--- src/rtl/agen_pkg.sv ---
package agen_pkg;
    typedef enum logic [1:0] {
        MODE_UNIT = 2'd0,
        MODE_ELEM = 2'd1,
        MODE_SHBR = 2'd2,
        MODE_RSVD = 2'd3
    } agen_mode_e;

    typedef enum logic [1:0] {
        ST_IDLE  = 2'd0,
        ST_ISSUE = 2'd1,
        ST_FIN   = 2'd2,
        ST_ERR   = 2'd3
    } agen_state_e;
endpackage

--- src/rtl/agen_setup.sv ---
module agen_setup
    import agen_pkg::*;
#(
    parameter int ADDR_W = 64,
    parameter int DISP_W = 16,
    parameter int VL_W   = 8,
    parameter int LG_W   = $clog2(VL_W)
) (
    input  logic [1:0]        mode_in,
    input  logic              base_scalar,
    input  logic              base_zero,
    input  logic [ADDR_W-1:0] base_val,
    input  logic [DISP_W-1:0] disp,
    input  logic [VL_W-1:0]   vl,
    output agen_mode_e        eff_mode,
    output logic [ADDR_W-1:0] eff_base,
    output logic              vl_pow2,
    output logic [LG_W-1:0]   vl_log2
);
    // resolve mode: element stride needs scalar base and nonzero displacement
    always_comb begin
        unique case (mode_in)
            2'd1:    eff_mode = (base_scalar && (disp != '0)) ? MODE_ELEM : MODE_UNIT;
            2'd2:    eff_mode = MODE_SHBR;
            default: eff_mode = MODE_UNIT;
        endcase
    end

    assign eff_base = base_zero ? '0 : base_val;
    assign vl_pow2  = (vl != '0) && ((vl & (vl - 1'b1)) == '0);

    // position of lowest set bit equals log2 for a power of two
    always_comb begin
        vl_log2 = '0;
        for (int b = VL_W - 1; b >= 0; b--) begin
            if (vl[b]) vl_log2 = LG_W'(b);
        end
    end
endmodule

--- src/rtl/agen_bitrev.sv ---
module agen_bitrev #(
    parameter int IDX_W = 8,
    parameter int LG_W  = $clog2(IDX_W)
) (
    input  logic [IDX_W-1:0] idx_in,
    input  logic [LG_W-1:0]  nbits,
    output logic [IDX_W-1:0] idx_rev
);
    always_comb begin
        idx_rev = '0;
        for (int b = 0; b < IDX_W; b++) begin
            if (b < int'(nbits)) begin
                idx_rev[b] = idx_in[int'(nbits) - 1 - b];
            end
        end
    end
endmodule

--- src/rtl/agen_calc.sv ---
module agen_calc
    import agen_pkg::*;
#(
    parameter int ADDR_W = 64,
    parameter int DISP_W = 16,
    parameter int SH_W   = 5,
    parameter int SZ_W   = 4,
    parameter int VL_W   = 8,
    parameter int LG_W   = $clog2(VL_W)
) (
    input  agen_mode_e        mode,
    input  logic [ADDR_W-1:0] base,
    input  logic [DISP_W-1:0] disp,
    input  logic [SH_W-1:0]   shamt,
    input  logic [SZ_W-1:0]   size,
    input  logic [VL_W-1:0]   idx,
    input  logic [LG_W-1:0]   lg,
    output logic [ADDR_W-1:0] addr
);
    logic [VL_W-1:0]   idx_rev;
    logic [ADDR_W-1:0] sdisp;
    logic [ADDR_W-1:0] idx_w;
    logic [ADDR_W-1:0] rev_w;
    logic [ADDR_W-1:0] size_w;
    logic [ADDR_W-1:0] offset;

    agen_bitrev #(.IDX_W(VL_W), .LG_W(LG_W)) u_rev (
        .idx_in (idx),
        .nbits  (lg),
        .idx_rev(idx_rev)
    );

    assign sdisp  = {{(ADDR_W-DISP_W){disp[DISP_W-1]}}, disp};
    assign idx_w  = {{(ADDR_W-VL_W){1'b0}}, idx};
    assign rev_w  = {{(ADDR_W-VL_W){1'b0}}, idx_rev};
    assign size_w = {{(ADDR_W-SZ_W){1'b0}}, size};

    always_comb begin
        unique case (mode)
            MODE_ELEM: offset = sdisp * idx_w;
            MODE_SHBR: offset = (sdisp * size_w * rev_w) << shamt;
            default:   offset = sdisp + size_w * idx_w;
        endcase
    end

    assign addr = base + offset;
endmodule

--- src/rtl/agen_ctrl.sv ---
module agen_ctrl
    import agen_pkg::*;
#(
    parameter int ADDR_W = 64,
    parameter int DISP_W = 16,
    parameter int SH_W   = 5,
    parameter int SZ_W   = 4,
    parameter int VL_W   = 8,
    parameter int LG_W   = $clog2(VL_W)
) (
    input  logic              clk,
    input  logic              rst_n,
    input  logic              start,
    input  agen_mode_e        in_mode,
    input  logic [ADDR_W-1:0] in_base,
    input  logic [DISP_W-1:0] in_disp,
    input  logic [SH_W-1:0]   in_shamt,
    input  logic [SZ_W-1:0]   in_size,
    input  logic [VL_W-1:0]   in_vl,
    input  logic              in_pow2,
    input  logic [LG_W-1:0]   in_lg,
    input  logic              ready,
    output agen_mode_e        op_mode,
    output logic [ADDR_W-1:0] op_base,
    output logic [DISP_W-1:0] op_disp,
    output logic [SH_W-1:0]   op_shamt,
    output logic [SZ_W-1:0]   op_size,
    output logic [LG_W-1:0]   op_lg,
    output logic [VL_W-1:0]   idx,
    output logic              valid,
    output logic              done,
    output logic              err
);
    agen_state_e    state, state_nx;
    logic [VL_W-1:0] op_vl;
    logic           capture;
    logic           last_acc;

    assign capture  = (state == ST_IDLE) && start;
    assign last_acc = (state == ST_ISSUE) && ready && (idx == op_vl - 1'b1);

    // next-state logic
    always_comb begin
        state_nx = state;
        unique case (state)
            ST_IDLE: begin
                if (start) begin
                    if (in_vl == '0)                         state_nx = ST_FIN;
                    else if (in_mode == MODE_SHBR && !in_pow2) state_nx = ST_ERR;
                    else                                     state_nx = ST_ISSUE;
                end
            end
            ST_ISSUE: if (last_acc) state_nx = ST_FIN;
            ST_FIN:   state_nx = ST_IDLE;
            ST_ERR:   state_nx = ST_IDLE;
            default:  state_nx = ST_IDLE;
        endcase
    end

    // state register with operand capture and element counter
    always_ff @(posedge clk) begin
        if (!rst_n) begin
            state    <= ST_IDLE;
            idx      <= '0;
            op_vl    <= '0;
            op_mode  <= MODE_UNIT;
            op_base  <= '0;
            op_disp  <= '0;
            op_shamt <= '0;
            op_size  <= '0;
            op_lg    <= '0;
        end else begin
            state <= state_nx;
            if (capture) begin
                idx      <= '0;
                op_vl    <= in_vl;
                op_mode  <= in_mode;
                op_base  <= in_base;
                op_disp  <= in_disp;
                op_shamt <= in_shamt;
                op_size  <= in_size;
                op_lg    <= in_lg;
            end else if (state == ST_ISSUE && ready && !last_acc) begin
                idx <= idx + 1'b1;
            end
        end
    end

    // outputs decoded from state
    always_comb begin
        valid = 1'b0;
        done  = 1'b0;
        err   = 1'b0;
        unique case (state)
            ST_ISSUE: valid = 1'b1;
            ST_FIN:   done  = 1'b1;
            ST_ERR: begin
                done = 1'b1;
                err  = 1'b1;
            end
            default: ;
        endcase
    end

    // an offer not taken stays with the same element
    p_hold_offer_r11: assert property (@(posedge clk) disable iff (!rst_n)
        (valid && !ready) |=> (valid && $stable(idx)))
        else $error("offer dropped without handshake");

    // element number stays inside the captured length
    p_idx_in_range_r7: assert property (@(posedge clk) disable iff (!rst_n)
        valid |-> (idx < op_vl))
        else $error("element number out of range");

    // completion never overlaps an offer
    p_done_excl_r7: assert property (@(posedge clk) disable iff (!rst_n)
        done |-> !valid)
        else $error("done while offering");

    // error only as part of completion, and only in mode 2
    p_err_with_done_r9: assert property (@(posedge clk) disable iff (!rst_n)
        err |-> (done && op_mode == MODE_SHBR))
        else $error("err without done or outside mode 2");

    // a zero length never produces an offer
    p_zero_len_r8: assert property (@(posedge clk) disable iff (!rst_n)
        valid |-> (op_vl != '0))
        else $error("offer for zero length");
endmodule

--- src/rtl/vec_agen.sv ---
module vec_agen
    import agen_pkg::*;
#(
    parameter int ADDR_W = 64,
    parameter int DISP_W = 16,
    parameter int SH_W   = 5,
    parameter int SZ_W   = 4,
    parameter int VL_W   = 8
) (
    input  logic              clk,
    input  logic              rst_n,
    input  logic              start,
    input  logic [1:0]        mode,
    input  logic              base_scalar,
    input  logic              base_zero,
    input  logic [ADDR_W-1:0] base_val,
    input  logic [DISP_W-1:0] disp,
    input  logic [SH_W-1:0]   shamt,
    input  logic [SZ_W-1:0]   acc_size,
    input  logic [VL_W-1:0]   vlen,
    input  logic              addr_ready,
    output logic              addr_valid,
    output logic [ADDR_W-1:0] addr,
    output logic [VL_W-1:0]   elem_idx,
    output logic              done,
    output logic              err
);
    localparam int LG_W = $clog2(VL_W);

    agen_mode_e        s_mode, op_mode;
    logic [ADDR_W-1:0] s_base, op_base;
    logic              s_pow2;
    logic [LG_W-1:0]   s_lg, op_lg;
    logic [DISP_W-1:0] op_disp;
    logic [SH_W-1:0]   op_shamt;
    logic [SZ_W-1:0]   op_size;

    agen_setup #(.ADDR_W(ADDR_W), .DISP_W(DISP_W), .VL_W(VL_W), .LG_W(LG_W)) u_setup (
        .mode_in    (mode),
        .base_scalar(base_scalar),
        .base_zero  (base_zero),
        .base_val   (base_val),
        .disp       (disp),
        .vl         (vlen),
        .eff_mode   (s_mode),
        .eff_base   (s_base),
        .vl_pow2    (s_pow2),
        .vl_log2    (s_lg)
    );

    agen_ctrl #(.ADDR_W(ADDR_W), .DISP_W(DISP_W), .SH_W(SH_W), .SZ_W(SZ_W),
                .VL_W(VL_W), .LG_W(LG_W)) u_ctrl (
        .clk     (clk),
        .rst_n   (rst_n),
        .start   (start),
        .in_mode (s_mode),
        .in_base (s_base),
        .in_disp (disp),
        .in_shamt(shamt),
        .in_size (acc_size),
        .in_vl   (vlen),
        .in_pow2 (s_pow2),
        .in_lg   (s_lg),
        .ready   (addr_ready),
        .op_mode (op_mode),
        .op_base (op_base),
        .op_disp (op_disp),
        .op_shamt(op_shamt),
        .op_size (op_size),
        .op_lg   (op_lg),
        .idx     (elem_idx),
        .valid   (addr_valid),
        .done    (done),
        .err     (err)
    );

    agen_calc #(.ADDR_W(ADDR_W), .DISP_W(DISP_W), .SH_W(SH_W), .SZ_W(SZ_W),
                .VL_W(VL_W), .LG_W(LG_W)) u_calc (
        .mode (op_mode),
        .base (op_base),
        .disp (op_disp),
        .shamt(op_shamt),
        .size (op_size),
        .idx  (elem_idx),
        .lg   (op_lg),
        .addr (addr)
    );

    // the offered address itself is held under backpressure
    p_addr_stable_r11: assert property (@(posedge clk) disable iff (!rst_n)
        (addr_valid && !addr_ready) |=> $stable(addr))
        else $error("address changed under backpressure");
endmodule

--- config.mk ---
export PLATFORM = sky130hd
export DESIGN_NAME = vec_agen
export DESIGN_NICKNAME = d
export VERILOG_FILES = /design/src/rtl/agen_pkg.sv /design/src/rtl/agen_setup.sv /design/src/rtl/agen_bitrev.sv /design/src/rtl/agen_calc.sv /design/src/rtl/agen_ctrl.sv /design/src/rtl/vec_agen.sv
export SDC_FILE = /design/constraint.sdc
export NUM_CORES = 1
export LEC_CHECK = 0
export ABC_AREA = 1
export BUFFER_PORTS_ARGS = -buffer_cell sky130_fd_sc_hd__buf_2
export CAP_MARGIN = 25
export CORE_UTILIZATION = 40
export DETAILED_ROUTE_END_ITERATION = 10
export GPL_TIMING_DRIVEN = 0
export SLEW_MARGIN = 15
export SYNTH_ARGS = -nofsm -noshare
export SYNTH_HDL_FRONTEND = slang
export SYNTH_SLANG_ARGS = --single-unit
--- constraint.sdc ---
create_clock -name clk -period 9.4 [get_ports clk]
set_clock_uncertainty 0.15 [all_clocks]
set_input_delay 0.47 -clock clk [delete_from_list [all_inputs] [get_ports clk]]
set_output_delay 0.47 -clock clk [all_outputs]
set_load 0.01 [all_outputs]
==> impl_results.md, run 1 <==
* CP Capture Type: output pin
* Die area at 0.0667 mm^2
* Design Power at roughly 2.1 mW
* Post-synth EDFFs at 0
* Post-layout util at a little over half
* Met3 wire length at 6.54 mm
* First DRT Iteration DRCs at 2330
* Vias in the first global route at between 20000 and 30000
* Library cells used by synthesis at 68
* Worst path max stage delay at roughly 0.57 ns
* Synth Area in Adders at a little under a third
* Crit Path Max Fanout at 8
* GRT Total Usage at 28.9%
* Crit share post-route at 120%
* Clock latency on the worst-skew pair at approximately 0.40 ns
* Per-instance average area after synthesis at between 6 and 7 um^2
* Post-synth top cells: nand2_1, inv_1, nand3_1
* Via density per instance at 5.24
* Initial antenna violation count at 0
* Peak Freq at 88.7 MHz
* Share of layout cells above drive strength 1 at a little over a quarter
* Seq cells post-synth at around 110
* CP max-delay cell: fa_1
* Number of fill cells at ~6400
* Overall via count from detail_route at 27700
* Syn. warnings at 0
* XOR/XNOR Fraction of Synth Area at under 10%
* WL/cell at approximately 18 um
* Final setup fails at 55
* Top-count cell post-synth: nand2_1
* Cell area after synthesis at ~0.026 mm^2
* Antenna cells at 0
* Share of flip-flops with an asynchronous set or reset at 0%
* Starting density of the core at around two fifths
* Placement-stage cell area at approximately 0.029 mm^2
* Register area share after synthesis at roughly 8.5%
* CTS max path bufs at 2
* Slew Limit Fails at 0
* Clock sinks at approximately 110
* Crit path max-delay family: adder cells
* Final std cells w/o fill at about 5300
* Startpoint Class: flip-flop
* Synth area leaders: fa_1, nand2_1, inv_1
* Arr. time, crit path at 10.65 ns
* H-tree depth at 3
* Top_reg_cell synth: dfxtp_1
* Data required time at the worst endpoint at 8.78 ns
* DP Worst Slack at -2.58 ns
* # Max-Cap Violations at 0
* Status: finished with violations
* Post-synthesis mux area share at 0.114%
* Main combinational cell family by area after synthesis: adder cells
* Placed insts at between 5000 and 6000
* CTS Buf Count at 9
* WHS at about 0.11 ns
* Area growth, synth to finish at 29.7%
* Beginning of the worst hold path: shamt[4]
* Worst hold path class: in -> reg
* RSZ-0062 raised after global routing: yes
* First-pass DRT Iterations at 6
* Io pins at between 150 and 200
* Largest net degree at the start of global routing at 23
* # nets final at between 5000 and 6000
* Failing checks: setup timing
* Met1 WL at approximately 43 mm
* Clk root buf: clkbuf_16
* Reg2reg start: u_ctrl.state[1]$_SDFFE_PN0P_
* # DRC at 0
* Leakage at 17.7 nW
* CTS tree: built
* Buffers & Inverters on Critical Path at 13
* Syn nets at 4664
* Core Box Area at between 0.06 and 0.07 mm^2
* Crit path from: u_ctrl.op_size[2]$_SDFFE_PN0P_
* Pwr Density at 62.2 mW/mm^2
* VDD IR max at around 0.10 mV
* Synth top area share at 20.1%
* Final HPWL DP at 78.8 mm
* Final Hold Viols at 0
* Post-layout instance area at around 0.034 mm^2
* Actual slew at the worst max-slew pin at 0.951 ns
* Final Critical Period at ~11 ns
* Metal2 WL at 44.8 mm
* Die W at roughly 260 um
* Max_slew headroom at approximately 37%
* Setup_tns at -72.48 ns
* Max layer used: met4
* Syn Inst Count at just over 4000
* Dominant cell type by area after synthesis: fa_1
* Gpl congestion at around 0.96
* Grt ovf at 0
* First-pass GRT wire length at between 150 and 200 mm
* Post-synthesis compound-gate area fraction at 13.6%
* Final setup margin at -1.87 ns
* CTS clk-pin slew, worst paths at about 0.09 ns
* Cell Rows at between 90 and 100
* Post-Synth Simple-Gate Area at between 20% and 30%
* Die height at ~260 um
* WL final at just under 100 mm
* Crit path kind: reg -> out
* Detail Route Antenna Nets at 0
* Port Buffers at 179
power by group:
part           internal (mW)  total (mW)  switching [mW]
clock network          0.219       0.463           0.244
registers              0.501       0.539          0.0375
logic                  0.425        1.12           0.693
area by class of cell:
cell class                      count  area (um^2)  area share [%]
Buffer                            132          836            2.45
Clock buffer                        9          225           0.661
Clock inverter                      7          103           0.301
Inverter                          886         3350            9.83
Multi-Input combinational cell   2932        23900            70.2
Sequential cell                   112         2290            6.73
Tap cell                          855         1070            3.14
Timing Repair Buffer              347         2290            6.72
final timing paths:
check,endpoint,slack (ns),cells after the start
setup / recovery,addr[62],-1.87,57
hold / removal,u_ctrl.op_shamt[4]$_SDFFE_PN0P_,0.11,3
setup reg to reg,u_ctrl.op_shamt[1]$_SDFFE_PN0P_,5.73,7
hold reg to reg,u_ctrl.op_base[3]$_SDFFE_PN0P_,0.33,2
sequential cells by signal, summed over array words and instances (netlist names):
register / cells
u_ctrl.op_base: 64
u_ctrl.op_disp: 16
u_ctrl.idx: 8
u_ctrl.op_vl: 8
u_ctrl.op_shamt: 5
u_ctrl.op_size: 4
u_ctrl.op_lg: 3
u_ctrl.op_mode: 2
u_ctrl.state: 2
layout by cell type (no fill, tap or decap), types with 14 or more instances in the layout:
cell,Yosys,layout
a31oi_4,0,19
nand2_1,922,830
buf_6,0,15
nor2_1,281,210
a21oi_1,217,139
o21ai_2,9,28
nand4_1,14,14
nand3_1,356,282
or2_2,17,17
a21oi_4,0,23
nand3_2,12,69
xnor2_1,44,33
ha_1,230,135
clkbuf_1,92,62
nor3_1,25,15
buf_2,25,202
o21ai_0,191,157
nand3_4,1,18
nand2_4,3,20
inv_2,12,78
a31oi_2,1,14
o21bai_1,20,17
nand2_2,20,94
a21oi_2,13,68
nor2_4,2,29
buf_4,4,155
o21ai_1,17,29
inv_1,872,798
xor2_2,2,21
fa_1,264,262
nor2_2,9,53
xor2_1,73,51
clkbuf_16,0,14
dfxtp_1,112,94
ha_4,0,86
a21o_1,21,21
what timing repair did:
item                                    CTS  global route
gates cloned                              1             1
setup buffers                           111            57
hold buffers                              0             0
endpoints found under the setup margin   58            58
gates resized for setup                 500           308
pin swaps                               184           174
cells by family (layout without fill, tap and decap cells):
logic type	count (synthesis)	in the layout
simple gates	1704	1704
buf+inv	1021	1381
compound gates	611	611
fa+ha+maj	494	494
xor+xnor	120	120
flops	112	112
mux	3	3
worst reg2reg max path: cells and delay by family (launching register included):
family                 cells  cell delay [ns]
AOI/OAI and AO/OA          1             0.30
buffers and inverters      3             1.64
DFF                        1             0.56
and+or+nand+nor            3             0.95
per-layer routing:
metal / global-route usage (%) / up-vias
met5: 0 / -
met4: 8.68 / 0
met3: 4.63 / 163
met2: 47.9 / 913
met1: 38.6 / 13200
li1: - / 13400
Note: power is estimated with default switching activity, not from simulation.
==> run 2: changes to the inputs <==
Settings changed: CAP_MARGIN 25 to default, MAX_ROUTING_LAYER from default to met4, RECOVER_POWER from default to 25.
==> impl_results.md, run 2 (synthesis gave the netlist of run 1 again) <==
* Status: finished with violations
* Failing checks: capacitance limit, slew limit, setup timing
* Overall via count from detail_route at 27900
* Worst path max stage delay at about 0.56 ns
* Final setup fails at 55
* Final HPWL DP at 79.5 mm
* Final setup margin at -2.02 ns
* Area growth, synth to finish at 31.8%
* RSZ-0062 raised after global routing: yes
* Initial antenna violation count at 3
* Crit Path Max Fanout at 7
* Antenna cells at 0
* Die area at around 0.067 mm^2
* Reg2reg start: u_ctrl.state[1]$_SDFFE_PN0P_
* Startpoint Class: flip-flop
* Arr. time, crit path at roughly 11 ns
* # nets final at about 5000
* Leakage at 17.9 nW
* Beginning of the worst hold path: shamt[2]
* Biggest register: u_ctrl.op_base
* Post-layout instance area at approximately 0.035 mm^2
* Most common cell on crit path: nand2_2
* Core Box Area at 0.0647 mm^2
* Flop2flop setup slack at approximately 5.0 ns
* VDD IR max at roughly 0.092 mV
* Pwr Density at 60.9 mW/mm^2
* First-pass GRT wire length at 153 mm
* End of the worst register-to-register path: u_ctrl.op_shamt[1]$_SDFFE_PN0P_
* Max reg flops at 64
* CTS tree: built
* Number of fill cells at approximately 6400
* CP Capture Type: output pin
* GR Util met3 at around 3.2%
* Via density per instance at about 5.3
* Slew Limit Fails at 1
* H-tree depth at 3
* Final Critical Period at 11.42 ns
* Crit path kind: reg -> out
* Clock latency on the worst-skew pair at roughly 0.39 ns
* Io pins at between 150 and 200
* WHS at 0.125 ns
* Peak Freq at 87.6 MHz
* # Max-Cap Violations at 1
* Met1 Usage GRT at between 40% and 50%
* DP Worst Slack at -2.62 ns
* First-pass DRT Iterations at 6
* CTS clk-pin slew, worst paths at about 0.090 ns
* Met2 Use GR at about half
* Port Buffers at about 180
* Share of layout cells above drive strength 1 at between 20% and 30%
* Starting density of the core at between 40% and 50%
* CTS Buf Count at 9
* Actual slew at the worst max-slew pin at around 1.5 ns
* CTS max path bufs at 2
* Vias in the first global route at 27500
* WL final at approximately 100 mm
* Placement-stage cell area at ~0.029 mm^2
* Grt ovf at 0
* Worst Hold Depth at 3
* WL/cell at between 15 and 20 um
* Clk root buf: clkbuf_16
* Hold Path End: u_ctrl.op_shamt[2]$_SDFFE_PN0P_
* # DRC at 0
* Data required time at the worst endpoint at between 8 and 9 ns
* Worst hold path class: in -> reg
* First DRT Iteration DRCs at between 2000 and 2500
* Worst R2R Path Depth at 7
* Largest net degree at the start of global routing at 20
* Crit share post-route at 121%
* CP max-delay cell: fa_1
* Gr busiest metal: met2
* GRT Total Usage at a little under a third
* Commonest non-fill, non-tap cell in the layout: nand2_1
* Clock sinks at about 110
* Die W at 258 um
* Die height at 258 um
* Final Hold Viols at 0
* Top Registers: u_ctrl.op_base x64, u_ctrl.op_disp x16
* Commonest cells after routing, fill and taps aside: nand2_1, inv_1, fa_1, nand3_1, nor2_1
* Max_slew headroom at -0.0311%
* Detail Route Antenna Nets at 0
* Cell Rows at just over 90
* Gpl congestion at ~1
==> run 2: cell types whose count changed in the layout (fill, tap and decap cells not counted), moves of 6 or more <==
cell and change:
buf_2 -11, buf_4 +6, clkbuf_1 +10, inv_1 -6, nand2_1 -23, nand2_2 +15
nand2_4 +9, nand3_1 -49, nand3_2 +50, nor2_2 -6, nor2_4 +10
==> run 2: timing repair <==
item / in CTS / in global routing
hold buffers: 0 / 0
pin swaps: 200 / 188
resized for setup: 629 / 295
cloned: 1 / 1
setup buffers: 123 / 56
endpoints found under the setup margin: 58 / 57
==> run 2: worst max path at each step <==
stage,from,endpoint,slack [ns],depth (start not counted)
after floorplan,u_ctrl.op_size[3]$_SDFFE_PN0P_,addr[52],-0.33,59
after global placement,u_ctrl.op_disp[0]$_SDFFE_PN0P_,addr[50],-2.67,55
after detailed placement,u_ctrl.op_disp[4]$_SDFFE_PN0P_,addr[50],-2.62,55
after CTS,u_ctrl.op_size[3]$_SDFFE_PN0P_,addr[54],-1.71,56
after global routing,u_ctrl.op_disp[15]$_SDFFE_PN0P_,addr[63],-2.41,61
final,u_ctrl.op_size[2]$_SDFFE_PN0P_,addr[61],-2.02,58
==> run 2: critical path: cells and delay by family (launching register included) <==
kind | cells | cell delay [ns]
adders and majority gates | 11 | 4.60
DFF | 1 | 0.42
xor gates and xnor gates | 2 | 0.43
buffers and inverters | 14 | 1.14
AOI/OAI and AO/OA | 12 | 1.89
and+or+nand+nor | 19 | 1.88
==> run 2: layout make-up <==
class | instances | area [um^2] | area share, %
buffer | 130 | 822 | 2.37
clock buffer | 10 | 239 | 0.690
clock inverter | 5 | 45.0 | 0.130
inverter | 886 | 3350 | 9.67
multi-input combinational | 2932 | 24400 | 70.5
sequential | 112 | 2300 | 6.64
tap | 855 | 1070 | 3.09
timing repair buffer | 359 | 2380 | 6.88
==> run 2: metrics by stage <==
step | power, mW | std cells | utilization (%) | TNS, ns
global placement | 1.40 | 5099 | 44.6 | -94.12
finish | 2.11 | 5289 | 53.5 | -76.48
CTS | 2.02 | 5236 | 51.1 | -63.25
floorplan | 1.08 | 4065 | - | -5.47
global route | 2.21 | 5289 | 53.5 | -98.59
detailed placement | 1.40 | 5099 | 44.6 | -92.66
==> run 2: metal layers <==
layer | up-vias | wire, um
li1 | 13400 | -
met1 | 13400 | 43600
met2 | 960 | 46500
met3 | 173 | 6280
met4 | 0 | 3200
met5 | - | 0
==> run 2: report_power, final <==
| group | internal, mW | total, mW | switching [mW] |
|---|---|---|---|
| registers | 0.501 | 0.541 | 0.0404 |
| clock network | 0.192 | 0.422 | 0.230 |
| logic | 0.433 | 1.15 | 0.714 |
| total | 1.13 | 2.11 | 0.985 |
